### config.mk
export PLATFORM = sky130hd
export DESIGN_NAME = smi_capture
export DESIGN_NICKNAME = d
export VERILOG_FILES = /design/src/rtl/smi_pkg.sv /design/src/rtl/smi_sync_edge.sv /design/src/rtl/smi_blank.sv /design/src/rtl/smi_seq.sv /design/src/rtl/smi_capture.sv
export SDC_FILE = /design/constraint.sdc
export NUM_CORES = 1
export LEC_CHECK = 0
export BUFFER_PORTS_ARGS = -buffer_cell sky130_fd_sc_hd__buf_2
export CAP_MARGIN = 20
export CORE_AREA = 3 3 40 42
export DETAILED_ROUTE_END_ITERATION = 10
export DIE_AREA = 0 0 43 45
export PLACE_DENSITY = 0.6
export SLEW_MARGIN = 20
export SYNTH_ARGS = -nofsm -noshare
export SYNTH_HDL_FRONTEND = slang
export SYNTH_SLANG_ARGS = --single-unit
### constraint.sdc
create_clock -name clk -period 1.53 [get_ports clk]
set_clock_uncertainty 0.05 [all_clocks]
set_input_delay 0.0765 -clock clk [delete_from_list [all_inputs] [get_ports clk]]
set_output_delay 0.0765 -clock clk [all_outputs]
set_load 0.02 [all_outputs]
### src/rtl/smi_pkg.sv
package smi_pkg;

    // Sequencer states of the capture block
    typedef enum logic [1:0] {
        SQ_IDLE            = 2'd0,
        SQ_WAIT_BND        = 2'd1,
        SQ_IN_HANDLER      = 2'd2,
        SQ_IN_HANDLER_PEND = 2'd3
    } sq_state_t;

    localparam int unsigned DEF_SYNC_STAGES = 2;
    localparam int unsigned DEF_REARM_CLKS  = 4;
    localparam int unsigned DEF_BLANK_CLKS  = 2;

endpackage

### src/rtl/smi_sync_edge.sv
// Synchronizer, previous-sample register and re-arm counter.
module smi_sync_edge #(
    parameter int unsigned SYNC_STAGES = 2,
    parameter int unsigned REARM_CLKS  = 4
) (
    input  logic clk,
    input  logic rst_n,
    input  logic pin_n,
    output logic fall_seen
);
    localparam int unsigned CW = $clog2(REARM_CLKS + 1);
    localparam logic [CW-1:0] CMAX = CW'(REARM_CLKS);

    logic [SYNC_STAGES-1:0] chain;
    logic                   prev_q;
    logic [CW-1:0]          high_run;
    logic                   synced;

    // synchronizer chain, one flop per stage, idle level high
    for (genvar g = 0; g < SYNC_STAGES; g++) begin : g_sync
        if (g == 0) begin : g_first
            always_ff @(posedge clk or negedge rst_n) begin
                if (!rst_n) chain[0] <= 1'b1;
                else        chain[0] <= pin_n;
            end
        end else begin : g_next
            always_ff @(posedge clk or negedge rst_n) begin
                if (!rst_n) chain[g] <= 1'b1;
                else        chain[g] <= chain[g-1];
            end
        end
    end

    assign synced = chain[SYNC_STAGES-1];

    always_ff @(posedge clk or negedge rst_n) begin
        if (!rst_n) begin
            prev_q   <= 1'b1;
            high_run <= '0;
        end else begin
            prev_q <= synced;
            if (!synced)
                high_run <= '0;
            else if (high_run != CMAX)
                high_run <= high_run + 1'b1;
        end
    end

    assign fall_seen = prev_q && !synced && (high_run == CMAX);

endmodule

### src/rtl/smi_blank.sv
// Suppresses edges during soft reset and a settling window after it.
module smi_blank #(
    parameter int unsigned BLANK_CLKS = 2
) (
    input  logic clk,
    input  logic rst_n,
    input  logic soft_reset,
    output logic edge_open
);
    localparam int unsigned BW = $clog2(BLANK_CLKS + 1);
    localparam logic [BW-1:0] BLOAD = BW'(BLANK_CLKS);

    logic [BW-1:0] left_q;

    always_ff @(posedge clk or negedge rst_n) begin
        if (!rst_n)
            left_q <= '0;
        else if (soft_reset)
            left_q <= BLOAD;
        else if (left_q != '0)
            left_q <= left_q - 1'b1;
    end

    assign edge_open = !soft_reset && (left_q == '0);

endmodule

### src/rtl/smi_seq.sv
// Request sequencer: waiting, masking, one stored slot, arbitration.
module smi_seq
    import smi_pkg::*;
(
    input  logic clk,
    input  logic rst_n,
    input  logic edge_ok,
    input  logic insn_boundary,
    input  logic bus_locked,
    input  logic rsm_done,
    input  logic nmi_req,
    output logic take_smi,
    output logic take_nmi
);
    sq_state_t state_q, state_d;
    logic      slot_open;
    logic      grant_now;

    assign slot_open = insn_boundary && !bus_locked;
    assign grant_now = (state_q == SQ_WAIT_BND) && slot_open;

    always_ff @(posedge clk or negedge rst_n) begin
        if (!rst_n) state_q <= SQ_IDLE;
        else        state_q <= state_d;
    end

    always_comb begin
        state_d = state_q;
        unique case (state_q)
            SQ_IDLE: begin
                if (edge_ok) state_d = SQ_WAIT_BND;
            end
            SQ_WAIT_BND: begin
                if (grant_now)
                    state_d = edge_ok ? SQ_IN_HANDLER_PEND : SQ_IN_HANDLER;
            end
            SQ_IN_HANDLER: begin
                if (rsm_done)
                    state_d = edge_ok ? SQ_WAIT_BND : SQ_IDLE;
                else if (edge_ok)
                    state_d = SQ_IN_HANDLER_PEND;
            end
            SQ_IN_HANDLER_PEND: begin
                if (rsm_done) state_d = SQ_WAIT_BND;
            end
            default: state_d = SQ_IDLE;
        endcase
    end

    always_comb begin
        take_smi = grant_now;
        take_nmi = nmi_req && slot_open && (state_q != SQ_WAIT_BND);
    end

endmodule

### src/rtl/smi_capture.sv
module smi_capture
    import smi_pkg::*;
#(
    parameter int unsigned SYNC_STAGES = DEF_SYNC_STAGES,
    parameter int unsigned REARM_CLKS  = DEF_REARM_CLKS,
    parameter int unsigned BLANK_CLKS  = DEF_BLANK_CLKS
) (
    input  logic clk,
    input  logic rst_n,
    input  logic smi_pin_n,
    input  logic insn_boundary,
    input  logic bus_locked,
    input  logic rsm_done,
    input  logic soft_reset,
    input  logic nmi_req,
    output logic take_smi,
    output logic take_nmi
);
    logic fall_seen;
    logic edge_open;
    logic edge_ok;

    smi_sync_edge #(
        .SYNC_STAGES (SYNC_STAGES),
        .REARM_CLKS  (REARM_CLKS)
    ) u_edge (
        .clk       (clk),
        .rst_n     (rst_n),
        .pin_n     (smi_pin_n),
        .fall_seen (fall_seen)
    );

    smi_blank #(
        .BLANK_CLKS (BLANK_CLKS)
    ) u_blank (
        .clk        (clk),
        .rst_n      (rst_n),
        .soft_reset (soft_reset),
        .edge_open  (edge_open)
    );

    assign edge_ok = fall_seen && edge_open;

    smi_seq u_seq (
        .clk           (clk),
        .rst_n         (rst_n),
        .edge_ok       (edge_ok),
        .insn_boundary (insn_boundary),
        .bus_locked    (bus_locked),
        .rsm_done      (rsm_done),
        .nmi_req       (nmi_req),
        .take_smi      (take_smi),
        .take_nmi      (take_nmi)
    );

endmodule

==> results of run 1 <==
[layout make-up]
cell class                 instances  area, um2  area share (%)
clock buffer                       4       26.3            3.82
inverter                           8       30.0            4.36
sequential                        10        254            36.9
tap                               15       18.8            2.73
timing repair buffer              13       82.6            12.0
multi-input combinational         35        277            40.2
[routing by layer]
| layer | up-vias | GRT usage [%] | wire [um] |
|---|---|---|---|
| met5 | - | 0 | 0 |
| met2 | 12 | 16.2 | 420 |
| met3 | 0 | 5.98 | 61 |
| met1 | 184 | 13.5 | 391 |
| met4 | 0 | 3.61 | 0 |
| li1 | 209 | - | - |
[where the power goes]
group,total [mW],switching (mW),internal (mW)
registers,0.378,0.0446,0.333
logic,0.430,0.218,0.212
clock network,0.182,0.0814,0.100
total,0.989,0.344,0.645
[sequential cells by signal, indices dropped and copies added, names as in the netlist]
signal           count
u_edge.high_run      3
u_blank.left_q       2
u_seq.state_q        2
u_edge.chain         1
u_edge.prev_q        1
u_edge.synced        1
[worst paths after layout]
path	start	endpoint	slack (ns)	depth (start not counted)
hold reg to reg	u_edge.chain[0]$_DFF_PN1_	u_edge.synced$_DFF_PN1_	0.31	0
setup / recovery	u_seq.state_q[0]$_DFFE_PN0P_	u_seq.state_q[1]$_DFFE_PN0P_	0.07	6
min in group clk	rsm_done	u_seq.state_q[0]$_DFFE_PN0P_	0.15	4
hold / removal	rst_n	u_blank.left_q[0]$_DFFE_PN0P_	0.15	2
setup reg to reg	u_seq.state_q[0]$_DFFE_PN0P_	u_seq.state_q[1]$_DFFE_PN0P_	0.07	6
max in group asynchronous	rst_n	u_edge.chain[0]$_DFF_PN1_	1.01	2
[timing repair]
item / CTS / global route
hold buffers: 3 / 0
setup buffers: 0 / 0
endpoints found under the setup margin: 0 / 3
hold endpoints to repair: 13 / 0
gates resized for setup: 0 / 3
[cells by family (layout without fill, tap and decap cells)]
kind of cell,after synthesis,in the layout,synth area share [%]
simple gates,16,16,16.4
flops,10,10,46.1
compound gates,8,8,9.32
buf+inv,8,25,5.45
fa+ha+maj,7,7,15.9
xor+xnor,2,2,3.18
mux,2,2,3.64
[worst max-delay path: cells and delay by family, from the launching register on]
family | cells | cell delay (ns)
AO/OA/AOI/OAI | 1 | 0.21
adder cells (fa/ha/maj) | 1 | 0.16
buffers and inverters | 1 | 0.11
flip-flops | 1 | 0.41
multiplexers | 1 | 0.20
AND/OR/NAND/NOR | 2 | 0.24
[cell usage in the layout (no fill, tap or decap), types with 2 or more instances in the layout]
| master | netlist | final |
|---|---|---|
| nand2_1 | 2 | 2 |
| dfrtp_1 | 7 | 7 |
| dlygate4sd3_1 | 0 | 3 |
| nor2b_1 | 3 | 2 |
| o21ai_0 | 2 | 2 |
| dfstp_2 | 3 | 3 |
| clkbuf_4 | 0 | 3 |
| inv_1 | 8 | 8 |
| buf_2 | 0 | 9 |
| ha_1 | 7 | 6 |
| nor2_1 | 4 | 4 |
| mux2i_1 | 2 | 2 |
==> results.py, run 1 <==
metrics = {
    "routing": {
        "dr.pass1.iters": 4,
        "num_vias": 405,
        "route.detailed.drc": 0,
        "wl_per_cell_um": 10.3,
        "vias_per_cell": 4.76,
        "wl_um": 873,
        "drtIter0Drc": 7,
        "drtAntennaViolNets": 0,
    },
    "place": {
        "place_congestion": 0.726,
        "dpl_cell_area_um2": 622,
        "io_buffer_count": 9,
        "place_ws_ns": 0.0820,
        "dpl.cell_count": 78,
        "place.detailed.hpwl_um": 708,
    },
    "sta": {
        "worst_slack_ns": 0.0740,
        "finalCriticalPeriod_ns": 1.46,
        "fmax_ghz": 0.687,
        "slew_headroom_pct": 84.9,
        "worstMarginPinSlew_ns": 0.225,
        "rsz0062_at_grt": "true",
        "period_share_pct": 95.2,
        "drv_slew": 0,
        "setup_violations": 0,
        "finalSetupTns_ns": 0,
        "hold_viol": 0,
        "holdWs_ns": 0.147,
    },
    "setup_path": {
        "worstPathRequired_ns": 1.66,
        "crit_type": "reg -> reg",
        "slowest_delay_ns": 0.41,
        "cp_max_fo": 3,
        "worstSetupEndpointType": "register",
        "path_cells": "inv_1 > ha_1 > nor2b_2 > nor2_1 > o21ai_1 > mux2i_1",
        "cp.arrival_ns": 1.58,
        "cp_slowest_cell": "dfrtp_1",
        "worst_setup_path_start_kind": "register",
    },
    "synth": {
        "synth_seq_cells": 10,
        "synth.cell_area_um2": 551,
        "async_flop_share_pct": 100,
        "synth_area_per_cell_um2": 10.4,
        "synth_top_area_share_pct": 31.8,
        "synth_top_area_cell": "dfrtp_1",
        "syn-num-nets": 68,
        "synth_area_leaders": "dfrtp_1 32%, ha_1 16%, dfstp_2 14%",
        "yosysMostFrequentCell": "inv_1",
        "synthCells": 53,
        "yosysSeqAreaShare_pct": 46.1,
        "synth_edf_count": 0,
        "yosysWarnings": 0,
        "synthTopCellsByCount": "8 x inv_1, 7 x dfrtp_1, 7 x ha_1, 4 x nor2_1",
        "synth-main-ff-cell": "dfrtp_1",
        "ys_types": 24,
    },
    "die": {
        "die_h_um": 45,
        "ios": 10,
        "die_w_um": 43,
        "core_um2": 1280,
        "placementRows": 13,
        "dieArea_um2": 1940,
        "start_util_pct": 42.8,
    },
    "clocking": {
        "cts_max_level": 1,
        "clkTransAtPathRegs_ns": 0.07,
        "cts-root-buf": "clkbuf_4",
        "worstSkewPairLatency_ns": 0.26,
        "cts_tree": "done",
        "clockBufferDepth": 2,
        "cts_sinks": 10,
        "cts_made_buffers": 3,
    },
    "job": {
        "maxCapViolCount": 0,
    },
    "power": {
        "p_per_area_nw_per_um2": 1440,
        "leakagePower_nw": 0.343,
        "p_total_uw": 989,
        "max-vdd-ir-drop_uv": 948,
    },
    "global_routing": {
        "grt_pass1_wl_um": 1510,
        "grt_overflow": 0,
        "grt_pass1_vias": 365,
        "grt_usage_pct": 10.9,
        "grt_max_degree": 11,
        "antenna_found_initial": 0,
    },
    "status": {
        "outcome": "finished, final reports clean",
    },
    "cells_and_area": {
        "nets": 86,
        "nFillCells": 121,
        "final_core_util_pct": 53.6,
        "antenna_cells": 0,
        "finalInstanceArea_um2": 688,
        "drive_gt1_share_pct": 30.0,
        "instances_no_fill": 85,
        "area_growth_pct": 25.0,
    },
    "worst_hold_path": {
        "min_path_type": "in -> async",
    },
}
Note: power is estimated with default switching activity, not from simulation.
==> inputs of run 2 (changes only) <==
PLACE_DENSITY = 0.63   (was 0.6)
SETUP_SLACK_MARGIN = 0.2   (was not set)
SYNTH_HIERARCHICAL = 1   (was not set)
==> results.py, run 2 <==
metrics = {
    "sta": {
        "setup_violations": 1,
        "hold_viol": 0,
        "drv_slew": 0,
        "fmax_ghz": 0.623,
        "worstMarginPinSlew_ns": 0.224,
        "rsz0062_at_grt": "true",
        "finalSetupTns_ns": -0.0752,
        "finalCriticalPeriod_ns": 1.61,
        "period_share_pct": 105,
        "worst_slack_ns": -0.0752,
        "slew_headroom_pct": 85.0,
    },
    "setup_path": {
        "cp_max_fo": 2,
        "path_cells": "inv_2 > ha_4 > and2_4 > and3b_1 > and2_4 > o221ai_4 > mux2_4",
        "crit_type": "reg -> reg",
        "cpMostUsedCell": "and2_4",
        "cp.arrival_ns": 1.70,
        "worstPathRequired_ns": 1.62,
        "crit_buf_inv": 1,
        "cp_top_family": "simple AND/OR/NAND/NOR gates",
        "rrSetupSlack_ns": -0.08,
        "cp_slowest_cell": "dfrtp_1",
        "reg2reg_from": "u_edge/high_run[0]$_DFFE_PN0P_",
        "r2r-end": "u_seq/state_q[0]$_DFFE_PN0P_",
        "worst_setup_path_start_kind": "register",
        "slowest_delay_ns": 0.35,
        "reg2regPathDepth": 7,
        "worstSetupEndpointType": "register",
    },
    "status": {
        "outcome": "finished with violations",
        "violations": "setup timing",
    },
    "clocking": {
        "cts_made_buffers": 3,
        "worstSkewPairLatency_ns": 0.26,
        "cts-root-buf": "clkbuf_4",
        "cts_tree": "done",
        "clkTransAtPathRegs_ns": 0.07,
        "cts_max_level": 1,
        "clockBufferDepth": 2,
        "cts_sinks": 10,
    },
    "die": {
        "die_w_um": 43,
        "placementRows": 13,
        "core_um2": 1280,
        "dieArea_um2": 1940,
        "ios": 10,
        "start_util_pct": 45.9,
        "die_h_um": 45,
    },
    "cells_and_area": {
        "largest_reg_flops": 3,
        "multi_input_area_um2": 365,
        "top_register": "u_edge/high_run",
        "final_core_util_pct": 70.1,
        "antenna_cells": 0,
        "top_regs": "u_edge/high_run (3), u_blank/left_q (2), u_seq/state_q (2)",
        "regArea_um2": 254,
        "area_growth_pct": 52.9,
        "nets": 102,
        "nFillCells": 103,
        "final_cell_mix": "14 x buf_4, 7 x buf_2, 7 x dfrtp_1, 6 x inv_1, 5 x ha_1",
        "drive_gt1_share_pct": 51.8,
        "layout_commonest_cell": "buf_4",
    },
    "global_routing": {
        "grt_pass1_vias": 481,
        "grt_overflow": 0,
        "grt_max_degree": 11,
        "antenna_found_initial": 0,
        "grt_pass1_wl_um": 1850,
        "grt_usage_pct": 13.0,
    },
    "synth": {
        "yosysMostFrequentCell": "inv_1",
        "synth-main-ff-cell": "dfrtp_1",
        "yosysWarnings": 6,
        "synth_top_area_cell": "dfrtp_1",
        "yosysSeqAreaShare_pct": 43.1,
        "synth_seq_cells": 10,
        "synth_edf_count": 0,
        "synth_area_leaders": "dfrtp_1 30%, ha_1 17%, dfstp_2 13%",
        "ys_types": 25,
        "syn-num-nets": 71,
        "synthTopCellsByCount": "9 x inv_1, 8 x ha_1, 7 x dfrtp_1, 4 x o21ai_0, 3 x dfstp_2",
        "async_flop_share_pct": 100,
        "synth.cell_area_um2": 589,
        "synth_area_per_cell_um2": 10.7,
        "synthCells": 55,
        "synth_top_area_share_pct": 29.7,
    },
    "power": {
        "p_per_area_nw_per_um2": 1460,
        "leakagePower_nw": 0.451,
        "max-vdd-ir-drop_uv": 764,
    },
    "routing": {
        "drtAntennaViolNets": 0,
        "route.detailed.drc": 0,
        "drtIter0Drc": 3,
        "wl_um": 1130,
        "num_vias": 482,
        "vias_per_cell": 4.82,
        "dr.pass1.iters": 2,
        "wl_per_cell_um": 11.3,
    },
    "job": {
        "maxCapViolCount": 0,
    },
    "place": {
        "io_buffer_count": 9,
        "place.detailed.hpwl_um": 784,
        "place_congestion": 0.786,
    },
    "worst_hold_path": {
        "min_path_type": "in -> async",
    },
}
-- run 2: metrics by stage --
| stage | instances | hold slack (ns) | worst slack, ns | total power, mW | area, um2 |
|---|---|---|---|---|---|
| 2_1_floorplan | 55 | -0.269 | -0.123 | 0.759 | 619 |
| 3_3_place_gp | 90 | -0.0985 | -0.0721 | 0.950 | 766 |
| 3_5_place_dp | 90 | -0.104 | -0.0962 | 0.966 | 766 |
| 4_1_cts | 99 | 0.137 | -0.0768 | 1.28 | 866 |
| 5_1_grt | 100 | 0.147 | -0.142 | 1.43 | 901 |
| 6_report | 100 | 0.140 | -0.0752 | 1.31 | 901 |
-- run 2: cell families after synthesis --
logic type,count (synthesis),share of synthesized area (%)
AO/OA/AOI/OAI,9,10.2
XOR/XNOR,1,1.49
adder cells (fa/ha/maj),8,17.0
buffers and inverters,9,5.73
flip-flops,10,43.1
multiplexers,2,4.25
AND/OR/NAND/NOR,16,18.3
-- run 2: area by class of cell --
cell class                      instances  area share, %
Multi-Input combinational cell         36           40.6
Sequential cell                        10           28.2
Clock buffer                            4           4.03
Timing Repair Buffer                   26           21.4
Inverter                                9           3.75
Tap cell                               15           2.08
-- run 2: worst max path at each step --
stage	startpoint	end	slack, ns	depth (start not counted)
after floorplan	u_edge/high_run[0]$_DFFE_PN0P_	u_seq/state_q[0]$_DFFE_PN0P_	-0.12	7
after global placement	u_edge/high_run[1]$_DFFE_PN0P_	u_seq/state_q[0]$_DFFE_PN0P_	-0.07	7
after detailed placement	u_edge/high_run[1]$_DFFE_PN0P_	u_seq/state_q[0]$_DFFE_PN0P_	-0.1	7
after CTS	u_edge/high_run[0]$_DFFE_PN0P_	u_seq/state_q[0]$_DFFE_PN0P_	-0.08	7
after global routing	u_edge/high_run[0]$_DFFE_PN0P_	u_seq/state_q[0]$_DFFE_PN0P_	-0.14	7
final	u_edge/high_run[0]$_DFFE_PN0P_	u_seq/state_q[0]$_DFFE_PN0P_	-0.08	7
-- run 2: metal layers --
layer	global-route usage, %	up-vias	wire (um)
met5	0	-	0
met4	7.23	0	6
met3	2.39	2	54
met2	22.8	11	587
met1	15.0	223	476
li1	-	246	-
-- run 2: what timing repair did --
item / CTS / global route
pin swaps: 3 / 0
setup endpoints to repair: 4 / 5
hold buffers: 3 / 0
resized for setup: 5 / 7
hold endpoints to repair: 13 / 0
gates cloned: 0 / 0
setup buffers: 2 / 1
-- run 2: power by group --
group / leakage [nW] / switching [mW] / total, mW / internal [mW]
clock network: 0.0210 / 0.0898 / 0.234 / 0.144
logic: 0.311 / 0.304 / 0.714 / 0.410
registers: 0.118 / 0.0342 / 0.364 / 0.330
